<file path="config.mk">
export PLATFORM = sky130hd
export DESIGN_NAME = ext_cap_walker
export DESIGN_NICKNAME = d
export VERILOG_FILES = /design/src/rtl/ext_cap_walker.sv
export SDC_FILE = /design/constraint.sdc
export NUM_CORES = 1
export LEC_CHECK = 0
export BUFFER_PORTS_ARGS = -buffer_cell sky130_fd_sc_hd__buf_2
export CORE_ASPECT_RATIO = 1.25
export CORE_MARGIN = 2
export CORE_UTILIZATION = 50
export DETAILED_ROUTE_END_ITERATION = 10
export PLACE_DENSITY = 0.78
export SYNTH_ARGS = -nofsm -noshare
export SYNTH_HDL_FRONTEND = slang
export SYNTH_SLANG_ARGS = --single-unit
</file>
<file path="constraint.sdc">
create_clock -name clk -period 4.6 [get_ports clk]
set_clock_uncertainty 0.2 [all_clocks]
set_input_delay 0.69 -clock clk [delete_from_list [all_inputs] [get_ports clk]]
set_output_delay 0.69 -clock clk [all_outputs]
set_load 0.01 [all_outputs]
</file>
<file path="src/rtl/ext_cap_walker.sv">
module ext_cap_walker #(
  parameter int OFF_W      = 12,
  parameter int BASE_OFF   = 256,
  parameter int MAX_VISITS = 1024
) (
  input  logic             clk,
  input  logic             rst_n,
  input  logic             start,
  input  logic             op_append,
  input  logic [15:0]      cap_id,
  input  logic [3:0]       new_ver,
  input  logic [OFF_W-1:0] new_off,
  output logic             busy,
  output logic             done,
  output logic             err,
  output logic [OFF_W-1:0] found_off,
  output logic [OFF_W-1:0] prev_off,
  output logic             mem_rd_en,
  output logic             mem_wr_en,
  output logic [OFF_W-3:0] mem_addr,
  output logic [OFF_W+19:0] mem_wdata,
  input  logic [OFF_W+19:0] mem_rdata
);
  localparam int CW      = $clog2(MAX_VISITS + 1);
  localparam int TOP_OFF = (1 << OFF_W) - 8;
  localparam logic [OFF_W-1:0] BASE = OFF_W'(BASE_OFF);

  typedef enum logic [2:0] {S_IDLE, S_RQ, S_WT, S_LINK, S_PLACE} state_t;
  state_t state;

  logic             op_q;
  logic [15:0]      id_q;
  logic [3:0]       ver_q;
  logic [OFF_W-1:0] noff_q, cur, prev_q, keep_next;
  logic [19:0]      tail_lo;
  logic [CW-1:0]    visits;

  function automatic logic off_bad(input logic [OFF_W-1:0] o);
    return (int'(o) < BASE_OFF) || (int'(o) > TOP_OFF) || (o[1:0] != 2'b00);
  endfunction

  wire [OFF_W-1:0] nxt = mem_rdata[OFF_W+19:20];

  assign busy      = (state != S_IDLE);
  assign mem_rd_en = (state == S_RQ);
  assign mem_wr_en = (state == S_LINK) || (state == S_PLACE);
  assign mem_addr  = (state == S_PLACE) ? noff_q[OFF_W-1:2] : cur[OFF_W-1:2];
  assign mem_wdata = (state == S_LINK) ? {noff_q, tail_lo} : {keep_next, ver_q, id_q};

  always_ff @(posedge clk or negedge rst_n) begin
    if (!rst_n) begin
      state     <= S_IDLE;
      done      <= 1'b0;
      err       <= 1'b0;
      found_off <= '0;
      prev_off  <= '0;
      op_q      <= 1'b0;
      id_q      <= '0;
      ver_q     <= '0;
      noff_q    <= '0;
      cur       <= '0;
      prev_q    <= '0;
      keep_next <= '0;
      tail_lo   <= '0;
      visits    <= '0;
    end else begin
      done <= 1'b0;
      case (state)
        S_IDLE: if (start) begin
          op_q      <= op_append;
          id_q      <= cap_id;
          ver_q     <= new_ver;
          noff_q    <= new_off;
          cur       <= BASE;
          prev_q    <= '0;
          keep_next <= '0;
          visits    <= '0;
          if (op_append && off_bad(new_off)) begin
            err <= 1'b1; found_off <= '0; prev_off <= '0; done <= 1'b1;
          end else begin
            state <= S_RQ;
          end
        end
        S_RQ: state <= S_WT;
        S_WT: begin
          visits <= visits + 1'b1;
          if (op_q && noff_q == BASE) begin
            keep_next <= nxt;
            state     <= S_PLACE;
          end else if (cur == BASE && mem_rdata == '0) begin
            err <= op_q; found_off <= '0; prev_off <= '0; done <= 1'b1;
            state <= S_IDLE;
          end else if (!op_q && id_q != 16'h0 && mem_rdata[15:0] == id_q) begin
            err <= 1'b0; found_off <= cur; prev_off <= prev_q; done <= 1'b1;
            state <= S_IDLE;
          end else if (nxt == '0) begin
            if (op_q) begin
              tail_lo <= mem_rdata[19:0];
              state   <= S_LINK;
            end else begin
              err <= 1'b0; found_off <= '0; prev_off <= cur; done <= 1'b1;
              state <= S_IDLE;
            end
          end else if (off_bad(nxt) || visits == CW'(MAX_VISITS - 1)) begin
            err <= 1'b1; found_off <= '0; prev_off <= '0; done <= 1'b1;
            state <= S_IDLE;
          end else begin
            prev_q <= cur;
            cur    <= nxt;
            state  <= S_RQ;
          end
        end
        S_LINK: state <= S_PLACE;
        S_PLACE: begin
          err       <= 1'b0;
          found_off <= noff_q;
          prev_off  <= (noff_q == BASE) ? '0 : cur;
          done      <= 1'b1;
          state     <= S_IDLE;
        end
        default: state <= S_IDLE;
      endcase
    end
  end
endmodule


</file>
-- Word-level counts from Yosys, hierarchy flattened
Cells that the tools add are included.
- flip-flop bits (word level): 129
- input bits: 68
- output and inout port bits: 71
- word-level logic and storage cells: 132
- add/sub/neg operators: 1
- $lt $le $gt $ge: 4
- equality and inequality tests: 19
- mux-type cells: 63
- bitwise logic cells: 3
- reductions and logical operators: 28
- operators by type and width (operator ; number):
    2-to-1 mux 12 bit ; 27
    case mux 12 bit (2 select lines) ; 3
    case mux 12 bit (3 select lines) ; 2
    zero test 32 bit ; 1
    2-to-1 mux 32 bit ; 1
    == test 12 x 9 -> 1 bit (second input constant) ; 2
    > comparator 12 bit (second input constant) ; 2
    < comparator 12 x 9 -> 1 bit (second input constant) ; 2
    case mux 11 bit (2 select lines) ; 1
    2-to-1 mux 3 bit ; 6
    inequality test 2 bit (second input constant) ; 9
    2-to-1 mux 1 bit ; 17
    == test 16 bit ; 1
    nonzero test 16 bit ; 1
    zero test 12 bit ; 1
    case mux 3 bit (4 select lines) ; 1
    AND reduction 6 bit ; 2
    adder 11 x 1 -> 11 bit (second input constant) ; 1
    == test 11 x 10 -> 1 bit (second input constant) ; 1
    2-to-1 mux 11 bit ; 1
    2-to-1 mux 10 bit ; 1
    inequality test 5 bit (second input constant) ; 2
    AND reduction 7 bit ; 1
    == test 3 x 2 -> 1 bit (second input constant) ; 2
    other kinds (13) ; 30

-- Depth between registers and ports, before layout
Gate-level depths: netlist (run 1).
- depth in word-level cells: 10
- gate-level depth with buffers: 11
- gate-level depth less buffers: 7

-- Worst setup path after synthesis (run 1)
Ideal clock, no wire load.
- kind: input port to flip-flop
- from: input mem_rdata[29]
- to: register prev_off[0]
- library setup time: 0.125 ns
- data arrival time: 2.543 ns
- data required time: 4.275 ns
- path slack: 1.732 ns
- stages: 7
- path buffers: 2
- cell sequence: or4_4 > nor3_4 > a21oi_2 > o41a_1 > buf_6 > buf_12 > mux2_4
- cells in the longest elaborated chain, start to end: 6
- elaborated cells between the ends (all ways): 16
- those cells by class: 2 x order compare; 2 x eq/ne; 5 x mux; 7 x reduce/logical
- ends and longest elaborated chain (item ; RTL line ; source):
    start, declared ; 22 ; input logic [OFF_W+19:0] mem_rdata
    < comparator 12 x 9 -> 1 bit, or another cell as far along ; 39 ; return (int'(o) < BASE_OFF) || (int'(o) > TOP_OFF) || (o[1:0] != 2'b00);
    logical OR 1 bit / 2-to-1 mux 12 bit (equally long branches) ; 39, 96 ;
    logical OR 1 bit / 2-to-1 mux 12 bit (equally long branches) ; 39, 93 ;
    logical OR 1 bit / 2-to-1 mux 12 bit (equally long branches) ; 104, 90 ;
    inequality test 5 bit (no source line) / 2-to-1 mux 12 bit (equally long branches) ; -- ;
    AND reduction 6 bit (no source line) / case mux 12 bit (3 select lines) (equally long branches) ; -- ;
    end signal, assigned ; 117 ; prev_off <= (noff_q == BASE) ? '0 : cur;
    end, declared ; 17 ; output logic [OFF_W-1:0] prev_off,
Parallel ways exist; a longest one is shown, timed or not. The select of a mux whose other input is x is not followed.
A chain may end at the register's enable or synchronous reset.

-- Worst setup path in the final report (run 1)
- from: register id_q[15]
- to: register prev_off[5]
- cells in the longest elaborated chain, start to end: 7
- elaborated cells between the ends (all ways): 11
- those cells by class: 3 x eq/ne; 4 x mux; 4 x reduce/logical
- ends and longest elaborated chain (item ; RTL line ; source):
    start, declared ; 32 ; logic [15:0] id_q;
    start signal, assigned ; 71 ; id_q <= cap_id;
    nonzero test 16 bit ; 93 ; end else if (!op_q && id_q != 16'h0 && mem_rdata[15:0] == id_q) begin
    logical AND 1 bit ; 93 ;
    logical AND 1 bit * ; 93 ;
    2-to-1 mux 12 bit ; 93 ;
    2-to-1 mux 12 bit ; 90 ; end else if (cur == BASE && mem_rdata == '0) begin
    2-to-1 mux 12 bit ; 87 ; if (op_q && noff_q == BASE) begin
    case mux 12 bit (3 select lines) ; 68 ; case (state)
Mark *: on every way between the ends. The rest lies on a longest branch, timed or not. The select of a mux whose other input is x is not followed.

==> results of run 1 <==
cell usage in the layout, fill, tap and decap left out, types with 7 or more instances in the layout:
cell type and n:
nand2_1 161, buf_2 137, dfrtp_1 129, mux2_2 67
o21ai_0 43, inv_1 30, nor2_1 18, nor4_1 17
clkbuf_16 17, mux2i_1 14, nand4_1 12, a22o_1 12
a22oi_1 12, buf_4 11, xor2_1 10, xnor2_1 7
area by class of cell:
cell class | instances | area (sq um)
clock buffers | 19 | 453
clock inverters | 13 | 184
fillers | 1013 | 4430
inverters | 30 | 113
multi-input cells | 434 | 2820
flip-flops and latches | 129 | 3230
well taps | 164 | 205
repair buffers | 149 | 788
layer usage:
metal / track usage (%) / routed length [um]
met1: 33.2 / 6930
met5: 0 / 13
met4: 11.0 / 474
met3: 6.54 / 1350
met2: 45.7 / 8590
path summary, 6_finish.rpt:
| kind | startpoint | to | slack (ps) | depth (start not counted) |
|---|---|---|---|---|
| hold reg to reg | ver_q[2] | ver_q[2] | 280 | 2 |
| max in group asynchronous | rst_n | tail_lo[19] | 3080 | 2 |
| setup / recovery | id_q[15] | prev_off[5] | 1430 | 6 |
| hold / removal | rst_n | found_off[8] | 260 | 1 |
| setup reg to reg | id_q[15] | prev_off[5] | 1430 | 6 |
| min in group clk | cap_id[6] | id_q[6] | 270 | 3 |
logic make-up after synthesis:
kind of cell    count (synthesis)  synth area share, %
simple gates                  243                 17.4
flops                         129                 51.3
fa+ha+maj                       1                0.199
xor+xnor                       17                 2.36
mux                            89                 16.0
buf+inv                        62                 4.23
compound gates                 84                 8.54
flip-flops by register name, indices dropped and copies added, names as in the netlist:
register,flops
prev_off,12
done,1
op_q,1
visits,11
keep_next,12
ver_q,4
tail_lo,20
err,1
prev_q,12
cur,12
noff_q,12
state,3
id_q,16
found_off,12
power by group:
part | internal (mW) | leakage (nW) | switching (mW)
logic | 0.379 | 1.94 | 0.505
registers | 1.32 | 1.73 | 0.230
clock network | 0.935 | 0.305 | 0.499
critical path, delay by kind of cell, from the launching register on:
family / cells / cell delay (ps)
xor gates and xnor gates: 1 / 190
AOI/OAI and AO/OA: 1 / 860
and+or+nand+nor: 3 / 960
muxes: 1 / 420
DFF: 1 / 430
through the flow:
| stage | std cells | hold slack, ps | utilization [%] |
|---|---|---|---|
| final | 938 | 257 | 63.7 |
| after floorplan | 625 | 194 | - |
| after global placement | 906 | 255 | 58.5 |
| after CTS | 938 | 247 | 63.7 |
| after detailed placement | 906 | 264 | 58.5 |
| after global routing | 938 | 266 | 63.7 |
==> results.ini, run 1 <==
[run_status]
status = finished, final reports clean

[sta]
final.period_utilization_pct = 69.0
maxSlewViolCount = 0
relSlewSlack_pct = 27.1
fmax_mhz = 315
finalWorstPathRequiredPeriod_ps = 3170
setup_viol = 0
worstMarginPinSlew_ps = 1090
rsz0062_at_grt = false
finalHoldViolations = 0
setup_ws_ps = 1430
fin_tns_setup_ps = 0

[yosys]
synth_top_area_share_pct = 51.3
ys_top_cells_by_count = nand2_1 (161), dfrtp_1 (129), mux2_2 (67)
syn-instance-count = 625
synth_top_area_cell = dfrtp_1
synth_edf_count = 0
synth_area_leaders = dfrtp_1 (51%), mux2_2 (12%), nand2_1 (9.6%), o21ai_0 (3.4%), mux2i_1 (2.2%)
syn_avg_cell_area_sq_um = 10.1
ys.flop_type = dfrtp_1
syn_nets = 694
synth-seq-cells = 129
syn_area_sq_um = 6300
async_reset_ff_share_pct = 100
ys_seq_area_share_pct = 51.3
yosysWarnings = 0
yosysUniqueCellTypes = 49
yosysMostFrequentCell = nand2_1

[clock_network]
cts_resized = 0
insertion_delay_ps = 420
cts_setup_buffers = 0
cts_made_buffers = 17
cts_root_buf = clkbuf_16
cts_tree = done
cts_buffer_depth = 2
clock-sinks = 129
cts-hold-fix-buffers = 0
path_clk_slew_ps = 60
htree_levels = 4

[global_routing]
overflow = 0
grt_max_degree = 87
grt_pass1_vias = 5425
antenna_found_initial = 1
grt.total_usage_pct = 26.9
grt_pass1_wl_mm = 27.9

[place]
placed_cell_area_sq_um = 7150
dpl.hpwl_mm = 12.3
pre_cts_slack_ps = 1140
io_buffers = 138
place.gp.congestion = 0.877

[power]
leakagePower_nw = 3.97
cellPowerDensity_nw_per_um2 = 496
p_total_mw = 3.86
peakVddDrop_v = 0.000256

[setup_path]
arrival_ps = 3270
slowest_delay_ps = 860
critical_path_class = reg -> reg
crit_required_ps = 4690
slowest_stage = o41a_1
critPathMaxFanout = 15
path_cells = xnor2_1, nand4_1, or3_1, nor3_2, o41a_1, mux2_2
cp-end-kind = flip-flop
startpoint_type = flip-flop

[floorplanning]
core_area_sq_um = 12200
io-pin-count = 139
fp.dieH_um = 129
start_util_pct = 51.5
chipWidth_um = 104
fp.dieArea_sq_um = 13500
rows = 45

[drt]
firstDrtPassIters = 5
drt_wl_total_mm = 17.4
vias_per_cell = 5.64
drcViolationCount = 0
antenna_left = 0
num_vias = 5286
wl_per_cell_um = 18.5
dr.first_iter.drc_count = 273

[finish]
drive_gt1_share_pct = 33.7
nNetsFinal = 830
antenna_cells = 0
design_area_sq_um = 7790
area_delta_synth_final_pct = 23.7

[min_path]
hold_class = in -> async

[flow_run]
max-cap-violations = 0

Power figures use the tool's default switching activity.
==> inputs of run 2 (changes only) <==
--- a/config.mk
+++ b/config.mk
@@ -8,9 +8,9 @@
 export BUFFER_PORTS_ARGS = -buffer_cell sky130_fd_sc_hd__buf_2
 export CORE_ASPECT_RATIO = 1.25
 export CORE_MARGIN = 2
-export CORE_UTILIZATION = 50
+export CORE_UTILIZATION = 49
 export DETAILED_ROUTE_END_ITERATION = 10
-export PLACE_DENSITY = 0.78
+export PLACE_DENSITY = 0.8
 export SYNTH_ARGS = -nofsm -noshare
 export SYNTH_HDL_FRONTEND = slang
 export SYNTH_SLANG_ARGS = --single-unit
==> constraint.sdc (replaced) <==
create_clock -name clk -period 2.9 [get_ports clk]
set_clock_uncertainty 0.2 [all_clocks]
set_input_delay 0.435 -clock clk [delete_from_list [all_inputs] [get_ports clk]]
set_output_delay 0.435 -clock clk [all_outputs]
set_load 0.01 [all_outputs]
==> run 2 against run 1 <==
Compared with the run above:
- sequential power is 57% higher
- via count rose by 1.9%
- flip-flop and latch count did not move
- global-route usage shrank 0.060 points
- total power is 50% higher
- fmax increased by 17%
- cell count is 1.9% higher
- critical endpoint is now prev_q[5]
- die area up 2.0%
- critical path depth increased by 1
- register-to-register slack lost 1200 ps
- non-clock buffer count grew 14
- largest power group unchanged
- combinational power grew 67%
==> results.ini, run 2 (synthesis results as in run 1) <==
[finish]
seq_area_sq_um = 3230  ; unchanged
largest_reg_flops = 20  ; unchanged
final_cell_mix = nand2_1 (161), buf_2 (137), dfrtp_1 (129)
fill_cells = 1044  ; +3.1%
area_delta_synth_final_pct = 24.3
reg_top3 = tail_lo (20), id_q (16)
top_register = tail_lo
drive_gt1_share_pct = 34.6  ; +0.92 points
design_area_sq_um = 7830  ; +0.48%
antenna_cells = 0  ; unchanged
multi_input_area_sq_um = 2820  ; unchanged
nNetsFinal = 844  ; +1.7%
layout_commonest_cell = nand2_1

[setup_path]
rr_endpoint = prev_q[5]
r2r-start = cur[9]
reg2reg_slack_ps = 190  ; -1230 ps
arrival_ps = 2800  ; -470 ps
startpoint_type = flip-flop
critical_path_class = reg -> reg
crit_required_ps = 2990  ; -1700 ps
critPathMaxFanout = 24  ; +9
r2r_cells = 7  ; +1
crit_path_start = cur[9]
cp-end-kind = flip-flop

[sta]
worstMarginPinSlew_ps = 661  ; -432 ps
relSlewSlack_pct = 55.9  ; +29 points
rsz0062_at_grt = false
setup_viol = 0  ; unchanged
final.period_utilization_pct = 93.3  ; +24 points
fin_tns_setup_ps = 0  ; unchanged
finalHoldViolations = 0  ; unchanged
maxSlewViolCount = 0  ; unchanged
finalWorstPathRequiredPeriod_ps = 2710  ; -466 ps
fmax_mhz = 369  ; +17%
setup_ws_ps = 193  ; -1230 ps

[power]
p_sw_mw = 1.93  ; +57%
cellPowerDensity_nw_per_um2 = 739  ; +49%
internal_power_mw = 3.85  ; +46%
leakagePower_nw = 4.00  ; +0.95%
p_sw_share_pct = 33.5  ; +1.5 points
power_frac_seq_pct = 42.1  ; +2.1 points
p_total_mw = 5.78  ; +50%
clkPwrFrac_pct = 32.3  ; -4.8 points
peakVddDrop_v = 0.000419  ; +64%
comb_power_share_pct = 25.6  ; +2.7 points

[global_routing]
grt_pass1_vias = 5410  ; -0.28%
grt.total_usage_pct = 26.8  ; -0.060 points
overflow = 0  ; unchanged
antenna_found_initial = 1  ; unchanged
grt_pass1_wl_mm = 28.4  ; +1.5%
grt_max_degree = 65  ; -25%

[run_status]
status = finished, final reports clean

[drt]
vias_per_cell = 5.63  ; about the same
wl_per_cell_um = 18.4  ; -0.68%
antenna_left = 0  ; unchanged
num_vias = 5385  ; +1.9%
firstDrtPassIters = 5  ; unchanged
drcViolationCount = 0  ; unchanged
dr.first_iter.drc_count = 334  ; +22%
drt_wl_total_mm = 17.6  ; +1.2%

[place]
dpl.hpwl_mm = 12.7  ; +3.3%
pre_cts_slack_ps = 78.9  ; -1060 ps
io_buffers = 138  ; unchanged
placed_cell_area_sq_um = 7290  ; +2.0%
place.gp.congestion = 0.936  ; +6.7%

[clock_network]
cts_buffer_depth = 2  ; unchanged
cts_setup_buffers = 0  ; unchanged
path_clk_slew_ps = 50  ; about the same
insertion_delay_ps = 410  ; about the same
cts_tree = done
htree_levels = 4  ; unchanged
cts_resized = 0  ; unchanged
cts_root_buf = clkbuf_16
cts_made_buffers = 17  ; unchanged
clock-sinks = 129  ; unchanged

[floorplanning]
fp.dieArea_sq_um = 13800  ; +2.0%
chipWidth_um = 105  ; +0.98%
start_util_pct = 50.0  ; -1.6 points
io-pin-count = 139  ; unchanged
core_area_sq_um = 12600  ; +3.2%
fp.dieH_um = 131  ; +0.98%
rows = 46  ; +2.2%

[min_path]
min_from = cap_id[14]
hold_class = in -> reg
min_path_cells = 3
min_to = id_q[14]

[flow_run]
max-cap-violations = 0  ; unchanged

==> run 2: cell count changes in the layout (fill, tap and decap cells not counted), sizes merged <==
cell         delta
buf            +13
bufinv          -4
clkbuf          +1
clkinv          +4
dlygate4sd3     +1
inv             -1
==> run 2: final cells by class <==
class	count	share of cell area, %
tap	168	2.69
clock buffer	20	5.84
sequential	129	41.3
multi-input combinational	434	36.0
timing repair buffer	163	11.9
clock inverter	12	0.863
inverter	30	1.44
==> run 2: critical path: stages (launching register included) <==
cell     delay [ps]
dfrtp_1         450
nor4_1          500
nand4_1         170
or2_2           370
o21ai_0         290
a22oi_2         120
buf_12          200
mux2_2          280
==> run 2: power by group through the flow <==
stage / clock [mW] / combinational, mW / sequential [mW]
2_1_floorplan: 0 / 0.903 / 2.34
3_3_place_gp: 0 / 1.44 / 2.43
3_5_place_dp: 0 / 1.47 / 2.45
4_1_cts: 1.89 / 1.49 / 2.42
5_1_grt: 1.99 / 1.62 / 2.46
6_report: 1.87 / 1.48 / 2.43
==> run 2: how the worst max path moves through the flow <==
stage                         endpoint  slack (ps)  cells past startpoint
after floorplan            prev_off[0]         290                      7
after global placement    prev_off[11]         130                      7
after detailed placement  prev_off[11]          80                      7
after CTS                 prev_off[11]         210                      8
after global routing       prev_off[3]          50                      8
final                        prev_q[5]         190                      7
==> run 2: through the flow <==
| step | instances | hold slack, ps | util (%) |
|---|---|---|---|
| floorplan | 625 | -60.6 | - |
| global placement | 923 | 256 | 57.8 |
| detailed placement | 923 | 261 | 57.8 |
| CTS | 956 | 1.74 | 62.1 |
| global route | 956 | 1.67 | 62.1 |
| finish | 956 | 10.1 | 62.1 |
==> run 2: per-layer routing <==
metal  wire length, um  track usage, %  up-vias
met5                14               0        -
met4               713            13.7        2
met3              1200            5.61       59
met2              8630            45.2      259
met1              7020            33.0     2605
li1                  -               -     2460
==> run 2: timing repair <==
action	in CTS	in global routing
hold buffers	1	0
endpoints found under the hold margin	49	0
setup endpoints to repair	0	0
